**config.mk**
```make
export PLATFORM = sky130hd
export DESIGN_NAME = vip_engine
export DESIGN_NICKNAME = d
export VERILOG_FILES = /design/src/rtl/vip_pkg.sv /design/src/rtl/vip_ctrl.sv /design/src/rtl/vip_mul_pipe.sv /design/src/rtl/vip_accum.sv /design/src/rtl/vip_engine.sv
export SDC_FILE = /design/constraint.sdc
export NUM_CORES = 1
export LEC_CHECK = 0
export ABC_CLOCK_PERIOD_IN_PS = 4100
export BUFFER_PORTS_ARGS = -buffer_cell sky130_fd_sc_hd__clkbuf_2
export CORE_ASPECT_RATIO = 1.5
export CORE_MARGIN = 5
export CORE_UTILIZATION = 30
export DETAILED_ROUTE_END_ITERATION = 8
export GPL_ROUTABILITY_DRIVEN = 0
export PLACE_DENSITY = 0.56
export SLEW_MARGIN = 40
export SYNTH_ARGS = -nofsm -noshare
export SYNTH_HDL_FRONTEND = slang
export SYNTH_SLANG_ARGS = --single-unit
```
**constraint.sdc**
```tcl
create_clock -name clk -period 4.1 [get_ports clk]
set_clock_uncertainty 0.05 [all_clocks]
set_input_delay 0.82 -clock clk [delete_from_list [all_inputs] [get_ports clk]]
set_output_delay 0.82 -clock clk [all_outputs]
set_load 0.05 [all_outputs]
```
**src/rtl/vip_pkg.sv**
```systemverilog
package vip_pkg;
  localparam int OP_W = 4;
  localparam logic [OP_W-1:0] OP_DOT = 4'hA;

  typedef enum logic [1:0] {
    ST_IDLE  = 2'd0,
    ST_ISSUE = 2'd1,
    ST_DRAIN = 2'd2,
    ST_WRITE = 2'd3
  } vip_state_e;
endpackage

```
**src/rtl/vip_ctrl.sv**
```systemverilog
module vip_ctrl
  import vip_pkg::*;
#(
  parameter int ADDR_W     = 8,
  parameter int LEN_W      = 8,
  parameter int MUL_STAGES = 2
) (
  input  logic              clk,
  input  logic              rst_n,
  input  logic              start,
  input  logic [OP_W-1:0]   op,
  input  logic [ADDR_W-1:0] src1,
  input  logic [ADDR_W-1:0] src2,
  input  logic [ADDR_W-1:0] dst,
  input  logic [LEN_W-1:0]  len,
  output logic              busy,
  output logic              done,
  output logic              acc_clr,
  output logic              rd_en,
  output logic [ADDR_W-1:0] rd_addr_a,
  output logic [ADDR_W-1:0] rd_addr_b,
  output logic              wr_en,
  output logic [ADDR_W-1:0] wr_addr
);
  // one read-latency cycle plus the multiplier stages before the sum settles
  localparam int DRAIN_CYC = MUL_STAGES + 1;
  localparam int DCNT_W    = $clog2(DRAIN_CYC + 1);

  vip_state_e        state;
  logic [ADDR_W-1:0] ptr_a, ptr_b, dst_q;
  logic [LEN_W-1:0]  remain;
  logic [DCNT_W-1:0] drain_cnt;
  logic              accept;

  assign accept = (state == ST_IDLE) && start && (op == OP_DOT);

  always_ff @(posedge clk or negedge rst_n) begin
    if (!rst_n) begin
      state     <= ST_IDLE;
      ptr_a     <= '0;
      ptr_b     <= '0;
      dst_q     <= '0;
      remain    <= '0;
      drain_cnt <= '0;
      done      <= 1'b0;
    end else begin
      done <= 1'b0;
      unique case (state)
        ST_IDLE: if (accept) begin
          ptr_a  <= src1;
          ptr_b  <= src2;
          dst_q  <= dst;
          remain <= len;
          state  <= (len == '0) ? ST_WRITE : ST_ISSUE;
        end
        ST_ISSUE: begin
          ptr_a  <= ptr_a + 1'b1;
          ptr_b  <= ptr_b + 1'b1;
          remain <= remain - 1'b1;
          if (remain == LEN_W'(1)) begin
            state     <= ST_DRAIN;
            drain_cnt <= DCNT_W'(DRAIN_CYC - 1);
          end
        end
        ST_DRAIN: begin
          if (drain_cnt == '0) state <= ST_WRITE;
          else drain_cnt <= drain_cnt - 1'b1;
        end
        ST_WRITE: begin
          state <= ST_IDLE;
          done  <= 1'b1;
        end
        default: state <= ST_IDLE;
      endcase
    end
  end

  assign busy      = (state != ST_IDLE);
  assign acc_clr   = accept;
  assign rd_en     = (state == ST_ISSUE);
  assign rd_addr_a = ptr_a;
  assign rd_addr_b = ptr_b;
  assign wr_en     = (state == ST_WRITE);
  assign wr_addr   = dst_q;

  AST_ADDR_STEP: assert property (@(posedge clk) disable iff (!rst_n)
    rd_en && $past(rd_en) |-> rd_addr_a == $past(rd_addr_a) + 1'b1);
  AST_QUIET_IDLE: assert property (@(posedge clk) disable iff (!rst_n)
    !busy |-> !rd_en && !wr_en);
  AST_DONE_PULSE: assert property (@(posedge clk) disable iff (!rst_n)
    done |=> !done);
  AST_WR_THEN_DONE: assert property (@(posedge clk) disable iff (!rst_n)
    wr_en |=> done && !busy);
  AST_NO_RESTART: assert property (@(posedge clk) disable iff (!rst_n)
    busy && start |=> $stable(wr_addr));
endmodule

```
**src/rtl/vip_mul_pipe.sv**
```systemverilog
module vip_mul_pipe #(
  parameter int DATA_W = 16,
  parameter int STAGES = 2,
  localparam int PROD_W = 2 * DATA_W
) (
  input  logic              clk,
  input  logic              rst_n,
  input  logic              in_valid,
  input  logic [DATA_W-1:0] a,
  input  logic [DATA_W-1:0] b,
  output logic              out_valid,
  output logic [PROD_W-1:0] prod
);
  logic [PROD_W-1:0] prod_q [STAGES];
  logic              vld_q  [STAGES];

  for (genvar s = 0; s < STAGES; s++) begin : g_stage
    if (s == 0) begin : g_first
      always_ff @(posedge clk or negedge rst_n) begin
        if (!rst_n) begin
          prod_q[0] <= '0;
          vld_q[0]  <= 1'b0;
        end else begin
          prod_q[0] <= PROD_W'($signed(a) * $signed(b));
          vld_q[0]  <= in_valid;
        end
      end
    end else begin : g_next
      always_ff @(posedge clk or negedge rst_n) begin
        if (!rst_n) begin
          prod_q[s] <= '0;
          vld_q[s]  <= 1'b0;
        end else begin
          prod_q[s] <= prod_q[s-1];
          vld_q[s]  <= vld_q[s-1];
        end
      end
    end
  end

  assign prod      = prod_q[STAGES-1];
  assign out_valid = vld_q[STAGES-1];
endmodule

```
**src/rtl/vip_accum.sv**
```systemverilog
module vip_accum #(
  parameter int PROD_W = 32,
  parameter int ACC_W  = 40
) (
  input  logic              clk,
  input  logic              rst_n,
  input  logic              clr,
  input  logic              in_valid,
  input  logic [PROD_W-1:0] prod,
  output logic [ACC_W-1:0]  acc
);
  logic [ACC_W-1:0] prod_ext;
  assign prod_ext = {{(ACC_W - PROD_W){prod[PROD_W-1]}}, prod};

  always_ff @(posedge clk or negedge rst_n) begin
    if (!rst_n)        acc <= '0;
    else if (clr)      acc <= '0;
    else if (in_valid) acc <= acc + prod_ext;
  end

  AST_CLR_ZERO: assert property (@(posedge clk) disable iff (!rst_n)
    clr |=> acc == '0);
endmodule

```
**src/rtl/vip_engine.sv**
```systemverilog
module vip_engine
  import vip_pkg::*;
#(
  parameter int DATA_W     = 16,
  parameter int ADDR_W     = 8,
  parameter int LEN_W      = 8,
  parameter int ACC_W      = 40,
  parameter int MUL_STAGES = 2
) (
  input  logic              clk,
  input  logic              rst_n,
  input  logic              start,
  input  logic [OP_W-1:0]   instr_op,
  input  logic [ADDR_W-1:0] instr_src1,
  input  logic [ADDR_W-1:0] instr_src2,
  input  logic [ADDR_W-1:0] instr_dst,
  input  logic [LEN_W-1:0]  instr_len,
  output logic              busy,
  output logic              done,
  output logic              rd_en,
  output logic [ADDR_W-1:0] rd_addr_a,
  output logic [ADDR_W-1:0] rd_addr_b,
  input  logic [DATA_W-1:0] rd_data_a,
  input  logic [DATA_W-1:0] rd_data_b,
  output logic              wr_en,
  output logic [ADDR_W-1:0] wr_addr,
  output logic [ACC_W-1:0]  wr_data
);
  localparam int PROD_W = 2 * DATA_W;

  logic              acc_clr, mem_vld, prod_vld;
  logic [PROD_W-1:0] prod;

  vip_ctrl #(.ADDR_W(ADDR_W), .LEN_W(LEN_W), .MUL_STAGES(MUL_STAGES)) u_ctrl (
    .clk(clk), .rst_n(rst_n), .start(start), .op(instr_op),
    .src1(instr_src1), .src2(instr_src2), .dst(instr_dst), .len(instr_len),
    .busy(busy), .done(done), .acc_clr(acc_clr),
    .rd_en(rd_en), .rd_addr_a(rd_addr_a), .rd_addr_b(rd_addr_b),
    .wr_en(wr_en), .wr_addr(wr_addr)
  );

  // read data is valid one cycle after the strobe
  always_ff @(posedge clk or negedge rst_n) begin
    if (!rst_n) mem_vld <= 1'b0;
    else        mem_vld <= rd_en;
  end

  vip_mul_pipe #(.DATA_W(DATA_W), .STAGES(MUL_STAGES)) u_mul (
    .clk(clk), .rst_n(rst_n), .in_valid(mem_vld),
    .a(rd_data_a), .b(rd_data_b), .out_valid(prod_vld), .prod(prod)
  );

  vip_accum #(.PROD_W(PROD_W), .ACC_W(ACC_W)) u_acc (
    .clk(clk), .rst_n(rst_n), .clr(acc_clr), .in_valid(prod_vld),
    .prod(prod), .acc(wr_data)
  );

  AST_WR_DRAINED: assert property (@(posedge clk) disable iff (!rst_n)
    wr_en |-> !mem_vld && !prod_vld);
  AST_WR_BUSY: assert property (@(posedge clk) disable iff (!rst_n)
    wr_en |-> busy && !rd_en);
endmodule

```
---- Yosys cells after proc, flatten, opt, wreduce, memory -nomap -nowiden ----
Index checks and enable logic that the tools add are counted.
cells by class
  divide/modulo/power cells ............... 0
  add/sub/neg operators ................... 5
  shifts and indexed selects .............. 0
  $lt $le $gt $ge ......................... 0
  muxes and demuxes ....................... 16
  multipliers ............................. 1
  bitwise gates (word level) .............. 0
  reduce and logical (&&, ||, !) cells .... 13
  equal/unequal tests ..................... 9
operators with widths
  operator                                                             number
  40-bit two-way mux                                                   2
  8-bit case mux with 2 select lines                                   3
  40-bit adder                                                         1
  16-bit by 16-bit multiplier with 32-bit output                       1
  8-bit two-way mux                                                    3
  8-bit by 1-bit adder with 8-bit output (second input constant)       2
  2-bit two-way mux                                                    5
  8-bit by 1-bit == test with 1-bit output (second input constant)     1
  8-bit logical NOT                                                    1
  2-bit case mux with 4 select lines                                   1
  2-bit nonzero test                                                   4
  8-bit by 1-bit subtractor with 8-bit output (second input constant)  1
  3-bit AND reduction                                                  2
  2-bit == test (second input constant)                                2
  4-bit == test (second input constant)                                1
  2-bit logical NOT                                                    2
  2-bit by 1-bit != test with 1-bit output (second input constant)     2
  2-bit != test (second input constant)                                2
  2-bit case mux with 2 select lines                                   1
  2-bit AND reduction                                                  2
  2-bit by 1-bit == test with 1-bit output (second input constant)     1
  1-bit logical AND                                                    2
  2-bit by 1-bit subtractor with 2-bit output (second input constant)  1
  1-bit two-way mux                                                    1
storage, ports and cells
  input bits .............................. 71
  memories kept ........................... 0
  latch bits .............................. 0
  memory bits (writable) .................. 0
  logic and storage cells ................. 57
  ROM bits ................................ 0
  flip-flop bits (word level) ............. 144
  output and inout bits ................... 68

---- Depth between registers and ports, before layout ----
Gate-level depths: netlist (run 1).
  depth in word-level cells ............... 5
  depth in mapped cells ................... 24
  depth with buffers taken out ............ 23

---- Modules after synthesis ----
From an unflattened synthesis (run 1), not the netlist that was laid out.
second synthesis, totals
  cell total of the unflattened synthesis .. 1905
  area total of the unflattened synthesis .. 17864.6 um^2
modules (own cells, without submodules)
  module        sequential area each (um^2)  area an instance (um^2)  instances  cells each
  vip_mul_pipe  1651.6                       11815.1                  1          1190
  vip_accum     1001.0                       3674.8                   1          438
  vip_ctrl      925.9                        2349.8                   1          276
  vip_engine    25.0                         25.0                     1          1

---- Least setup slack after synthesis (run 1) ----
No wires, ideal clock.
  path type ............................... in2reg
  start point ............................. input port rd_data_a[15]
  end point ............................... register u_mul.prod_q[63] (netlist name)
  library setup time ...................... 0.080 ns
  slack ................................... -2.303 ns
  data required time ...................... 3.970 ns
  arrival ................................. 6.273 ns
  path buffers ............................ 1
  stages .................................. 20
  path through ............................ clkbuf_1 nand2_1 inv_1 fa_1 fa_1 fa_1 fa_1 fa_1 inv_1 fa_1 inv_1 ha_1 or2_1 a21oi_1 nor2b_1 nor2b_1 a31oi_1 o211ai_2 a221oi_2 xnor2_1
on the way
  cells in the longest elaborated chain, start to end .. 1
ends and longest elaborated chain
  item                                            line                text
  start, declared                                 vip_engine.sv:23    input logic [DATA_W-1:0] rd_data_a,
  16-bit by 16-bit multiplier with 32-bit output  vip_mul_pipe.sv:24  prod_q[0] <= PROD_W'($signed(a) * $signed(b));
  end, declared                                   vip_mul_pipe.sv:14  logic [PROD_W-1:0] prod_q [STAGES];
No other way between the ends.
A chain may end at the register's enable or synchronous reset.

---- Final worst setup path (run 1) ----
  start point ............................. input port rd_data_b[4]
  end point ............................... register u_mul.prod_q[63] (netlist name)
on the way
  cells in the longest elaborated chain, start to end .. 1
ends and longest elaborated chain
  item                                            line                text
  start, declared                                 vip_engine.sv:24    input logic [DATA_W-1:0] rd_data_b,
  16-bit by 16-bit multiplier with 32-bit output  vip_mul_pipe.sv:24
No other way between the ends.

==> results of run 1 <==
==> final timing paths <==
kind | startpoint | to | slack, ns
setup / recovery | rd_data_b[4] | u_mul.prod_q[63]$_DFF_PN0_ | -1.78
hold / removal | rst_n | u_mul.prod_q[35]$_DFF_PN0_ | 0.29
setup reg to reg | u_acc.acc[0]$_DFFE_PN0P_ | u_acc.acc[38]$_DFFE_PN0P_ | 0.90
hold reg to reg | u_mul.prod_q[52]$_DFF_PN0_ | u_mul.prod[20]$_DFF_PN0_ | 0.30
max in group asynchronous | rst_n | u_acc.acc[36]$_DFFE_PN0P_ | 2.81
min in group clk | u_mul.prod_q[52]$_DFF_PN0_ | u_mul.prod[20]$_DFF_PN0_ | 0.30
==> repair_timing <==
item                                   in CTS  in global routing
cloned                                      0                  0
setup endpoints to repair                  24                 24
buffers inserted                            6                 15
endpoints found under the hold margin       0                  0
resized for setup                          39                 69
pin swaps                                  29                 48
==> metrics by stage <==
step | hold slack, ns | std cells | worst slack, ns | TNS (ns)
after floorplan | 0.281 | 1769 | -2.00 | -32.75
after global placement | 0.286 | 2767 | -2.29 | -42.88
after detailed placement | 0.285 | 2768 | -2.37 | -44.63
after CTS | 0.298 | 2806 | -1.90 | -32.06
after global routing | 0.305 | 2817 | -1.98 | -34.84
final | 0.288 | 2817 | -1.78 | -30.73
==> worst max-delay path, delay by kind of cell <==
| family | cells | cell delay (ns) |
|---|---|---|
| xor+xnor | 1 | 0.14 |
| fa+ha+maj | 7 | 3.19 |
| simple gates | 1 | 0.13 |
| compound gates | 6 | 1.29 |
| buf+inv | 7 | 0.61 |
==> synthesized netlist by cell type (all sizes together) (11+ instances only) <==
master  instances
inv           299
fa            263
nand2         178
dfrtp         144
ha            131
and2          125
nor2           88
a21oi          80
o21ai          55
clkbuf         51
xnor2          50
nand3          43
a21o           32
mux2i          31
o22ai          19
xor2           18
o21a           15
and3           13
nor3           11
==> placed cells by master, fill, tap and decap left out, types with 10 or more instances in the layout <==
cell,instances
and2_4,14
a21oi_2,11
inv_2,10
o22ai_1,19
a21o_1,32
clkbuf_2,122
a21oi_1,66
xor2_1,18
xnor2_1,46
o21ai_1,15
o21ai_0,36
nand3_1,41
ha_1,116
clkbuf_16,17
buf_4,150
mux2i_1,31
nor2_1,85
and2_1,111
o21a_1,14
dfrtp_1,143
fa_1,256
and3_1,11
buf_6,23
ha_4,12
inv_1,289
nor3_1,10
nand2_1,171
==> logic make-up (layout without fill, tap and decap cells) <==
logic type      after synthesis  count (layout)  share of synthesized area
mux                          33              33                     0.0196
flops                       144             144                      0.212
simple gates                506             506                      0.145
fa+ha+maj                   394             394                      0.406
compound gates              265             265                      0.104
buf+inv                     359             644                     0.0795
xor+xnor                     68              68                     0.0350
==> layout make-up <==
type / count / area [sq um]
Clock buffer: 17 / 425
Clock inverter: 15 / 165
Fill cell: 5705 / 35500
Inverter: 300 / 1130
Multi-Input combinational cell: 1266 / 12500
Sequential cell: 144 / 3600
Tap cell: 763 / 955
Timing Repair Buffer: 312 / 2240
==> per-layer routing <==
layer / global-route usage / wire length, microns
met1: 0.162 / 16800
met2: 0.278 / 23500
met3: 0.0166 / 1170
met4: 0.0516 / 1380
met5: 0 / 0
==> flip-flops by register name (all words and copies together) (netlist names) <==
signal	cells
mem_vld	1
u_acc.acc	40
u_ctrl.done	1
u_ctrl.drain_cnt	2
u_ctrl.rd_addr_a	8
u_ctrl.rd_addr_b	8
u_ctrl.remain	8
u_ctrl.state	2
u_ctrl.wr_addr	8
u_mul.out_valid	1
u_mul.prod	32
u_mul.prod_q	32
u_mul.vld_q	1
==> flow_metrics.tcl, run 1 <==
set metrics [dict create \
    status "complete, but fails checks" \
    violations "setup timing" \
    die_w_microns 205 \
    start_util 0.301 \
    synth_ff_type "dfrtp_1" \
    setup_viol 24 \
    wire_per_inst_microns 15.2 \
    avgSynthCellArea_sq_um 9.62 \
    end_kind "flip-flop" \
    area_growth_pct 23.6 \
    worst_setup_path_start_kind "input port" \
    synthTopCellsByArea "fa_1 (31%), dfrtp_1 (21%), ha_1 (9.6%)" \
    yosysWarningCount 0 \
    fin_nets 2506 \
    htreeDepth 4 \
    yosysTopAreaCell "fa_1" \
    r2r_cells 12 \
    synth-async-reset-ratio 1.00 \
    port_buffers 138 \
    cp_cell_sequence "buf_8, buf_6, and2_4, fa_1, inv_1, fa_1, fa_1, inv_2, fa_1, fa_1, inv_1, fa_1, inv_2, ha_4, o21a_1, a21o_1, o31a_1, o41ai_4, buf_4, o211ai_2, a221oi_2, xnor2_1" \
    root_buffer "clkbuf_16" \
    drt-initial-drc-count 534 \
    post-route-drc-count 0 \
    max_stage_delay_ns 0.53 \
    insertion_delay_ns 0.44 \
    synth_cell_type_count 71 \
    final_util 0.373 \
    cts_tree "done" \
    cts_hold_buf 0 \
    yosysSeqAreaShare 0.212 \
    dieHeight_microns 302 \
    crit_fanout 5 \
    fmax_mhz 170 \
    drv_slew 0 \
    maxCapViolations 0 \
    grt_use_total 0.144 \
    critPathArrivalTime_ns 6.19 \
    layout_min_cycle_time_ns 5.88 \
    max-slew-margin-rel 0.524 \
    hold_viol_final 0 \
    rsz0062_at_grt "yes" \
    vias 12900 \
    ys_ff_latch 144 \
    core_region_area_sq_um 56500 \
    clk_path_buf_depth 2 \
    dp_hpwl_microns 36800 \
    synth_nets 2234 \
    synth_edf_count 0 \
    drt_pass1_iterations 6 \
    tightest_slew_ns 0.712 \
    grt_max_degree 79 \
    cts_made_buffers 17 \
    die_area_sq_um 61700 \
    postRouteWirelength_microns 42800 \
    netlist.area_leader.share 0.309 \
    grt_pass1_wl_microns 71900 \
    ios 139 \
    numClockSinks 144 \
    grt_overflow 0 \
    cp.required_ns 4.41 \
    antenna_left 0 \
    drt-vias-per-instance 4.59 \
    antenna_found_initial 0 \
    drive_gt1_frac 0.220 \
    netlist_area_sq_um 17000 \
    fin_crit_sh 1.43 \
    rows 107 \
    critical_path_class "input port to flip-flop" \
    synthCells 1769 \
    postLayoutCellArea_sq_um 21000 \
    postPlaceCellArea_sq_um 19900 \
    clkTransAtPathRegs_ns 0.07 \
    crit_path_top_delay_cell "fa_1" \
    grt_pass1_vias 14300 \
    setup_slack_ns -1.78 \
    cpMostUsedCell "fa_1" \
    hold_path_class "input port to asynchronous set/reset pin" \
    antenna_cells 0 \
]
Power of run 1 is not shown: default switching activity piles up to over one toggle a cycle in this logic, so the estimate is an artifact.
==> run 2: changes to the inputs <==
--- a/config.mk
+++ b/config.mk
@@ -5,7 +5,7 @@
 export SDC_FILE = /design/constraint.sdc
 export NUM_CORES = 1
 export LEC_CHECK = 0
-export ABC_CLOCK_PERIOD_IN_PS = 4100
+export ABC_CLOCK_PERIOD_IN_PS = 5500
 export BUFFER_PORTS_ARGS = -buffer_cell sky130_fd_sc_hd__clkbuf_2
 export CORE_ASPECT_RATIO = 1.5
 export CORE_MARGIN = 5
==> constraint.sdc (replaced) <==
create_clock -name clk -period 5.5 [get_ports clk]
set_clock_uncertainty 0.05 [all_clocks]
set_input_delay 1.1 -clock clk [delete_from_list [all_inputs] [get_ports clk]]
set_output_delay 1.1 -clock clk [all_outputs]
set_load 0.05 [all_outputs]
==> flow_metrics.tcl, run 2 (same netlist as run 1, synthesis figures left out) <==
set metrics [dict create \
    min_delay_worst_endpoint "u_mul.prod[10]$_DFF_PN0_" \
    drive_gt1_frac 0.213 \
    antenna_cells 0 \
    vias 12900 \
    grt_overflow 0 \
    largest_reg_flops 40 \
    fin_crit_sh 1.10 \
    drv_slew 0 \
    post-route-drc-count 0 \
    final_common_cell "inv_1" \
    port_buffers 138 \
    crit_fanout 4 \
    numClockSinks 144 \
    reg2reg_from "u_acc.acc[0]$_DFFE_PN0P_" \
    area_growth_pct 22.7 \
    cts_made_buffers 17 \
    rr_endpoint "u_acc.acc[38]$_DFFE_PN0P_" \
    root_buffer "clkbuf_16" \
    tightest_slew_ns 0.700 \
    worst_setup_path_start_kind "input port" \
    final_util 0.370 \
    start_util 0.301 \
    status "complete, but fails checks" \
    critPathArrivalTime_ns 6.36 \
    drt_pass1_iterations 4 \
    htreeDepth 4 \
    ios 139 \
    fmax_mhz 165 \
    holdPathStages 0 \
    drt-initial-drc-count 628 \
    postRouteWirelength_microns 42900 \
    grt_max_degree 53 \
    setup_viol 15 \
    hold_viol_final 0 \
    rows 107 \
    grt_pass1_wl_microns 72300 \
    dieHeight_microns 302 \
    cts_tree "done" \
    nFillCells 5744 \
    end_kind "flip-flop" \
    die_w_microns 205 \
    fin_nets 2503 \
    cts_hold_buf 0 \
    wire_per_inst_microns 15.2 \
    die_area_sq_um 61700 \
    clk_path_buf_depth 2 \
    clkTransAtPathRegs_ns 0.07 \
    layout_min_cycle_time_ns 6.05 \
    antenna_left 0 \
    dp_hpwl_microns 36900 \
    hold_path_class "flip-flop to flip-flop" \
    critical_path_class "input port to flip-flop" \
    grt_use_total 0.145 \
    layout_common_cells "inv_1 (288), fa_1 (252), nand2_1 (172), buf_4 (147), dfrtp_1 (143)" \
    drt-vias-per-instance 4.59 \
    grt_pass1_vias 14300 \
    setup_tns_ns -6.22 \
    max-slew-margin-rel 0.534 \
    maxCapViolations 0 \
    postLayoutCellArea_sq_um 20900 \
    largest-register "u_acc.acc" \
    violations "setup timing" \
    antenna_found_initial 0 \
    setup_slack_ns -0.554 \
    reg2reg_slack_ns 2.25 \
    postPlaceCellArea_sq_um 19800 \
    insertion_delay_ns 0.45 \
    r2r_cells 12 \
    cp.required_ns 5.80 \
    rsz0062_at_grt "yes" \
    core_region_area_sq_um 56500 \
    hp-start "u_mul.prod_q[42]$_DFF_PN0_" \
]
-- run 2: cell count changes in the layout (fill, tap and decap cells not counted), sizes merged --
cell	before	now
buf	184	182
clkbuf	145	144
clkinv	5	4
clkinvlp	1	2
-- run 2: worst max-delay path by stage --
stage	start	end	slack, ns	cells after the start
5_1_grt	rd_data_a[13]	u_mul.prod_q[61]$_DFF_PN0_	-0.75	22
3_3_place_gp	rd_data_b[4]	u_mul.prod_q[63]$_DFF_PN0_	-1.14	20
4_1_cts	rd_data_a[7]	u_mul.prod_q[63]$_DFF_PN0_	-0.64	20
6_report	rd_data_a[13]	u_mul.prod_q[63]$_DFF_PN0_	-0.55	22
3_5_place_dp	rd_data_a[7]	u_mul.prod_q[63]$_DFF_PN0_	-1.23	20
2_1_floorplan	rd_data_a[12]	u_mul.prod_q[63]$_DFF_PN0_	-0.88	21
-- run 2: critical path, cell delays in order --
cell and delay (ns):
buf_8 0.11, and2_4 0.15, fa_1 0.52, inv_1 0.05, fa_1 0.49, inv_2 0.05
fa_1 0.53, inv_1 0.05, fa_1 0.46, fa_1 0.49, fa_1 0.53, inv_2 0.05
ha_4 0.21, and3_4 0.15, o2111ai_4 0.07, nor2_2 0.07, o31a_1 0.33, o41ai_4 0.20
buf_4 0.19, o211ai_2 0.11, a221oi_2 0.25, xnor2_1 0.17
-- run 2: area by class of cell --
cell class	instances	area (sq um)	area share
inverter	300	1130	0.0539
clock inverter	15	156	0.00749
multi-input combinational	1266	12400	0.593
sequential	144	3600	0.173
tap	763	955	0.0457
timing repair buffer	309	2230	0.107
clock buffer	17	425	0.0204
-- run 2: per-layer routing --
| layer | global-route usage | wire length, microns | vias to the layer above |
|---|---|---|---|
| met2 | 0.279 | 23300 | 228 |
| met1 | 0.162 | 16800 | 6449 |
| met5 | 0 | 0 | - |
| met4 | 0.0560 | 1490 | 0 |
| li1 | - | - | 6166 |
| met3 | 0.0146 | 1270 | 62 |
-- run 2: per-stage QoR --
stage | worst slack, ns | std cells | hold WS [ns]
after floorplan | -0.881 | 1769 | 0.281
after CTS | -0.641 | 2803 | 0.291
after detailed placement | -1.23 | 2766 | 0.285
after global routing | -0.748 | 2814 | 0.293
final | -0.554 | 2814 | 0.290
after global placement | -1.14 | 2766 | 0.285
-- run 2: what timing repair did --
item	CTS	global route
setup endpoints to repair	16	19
pin swaps	37	57
buffers inserted	5	11
endpoints found under the hold margin	0	0
gates resized for setup	42	82
Power of run 2 is left out for the same reason.
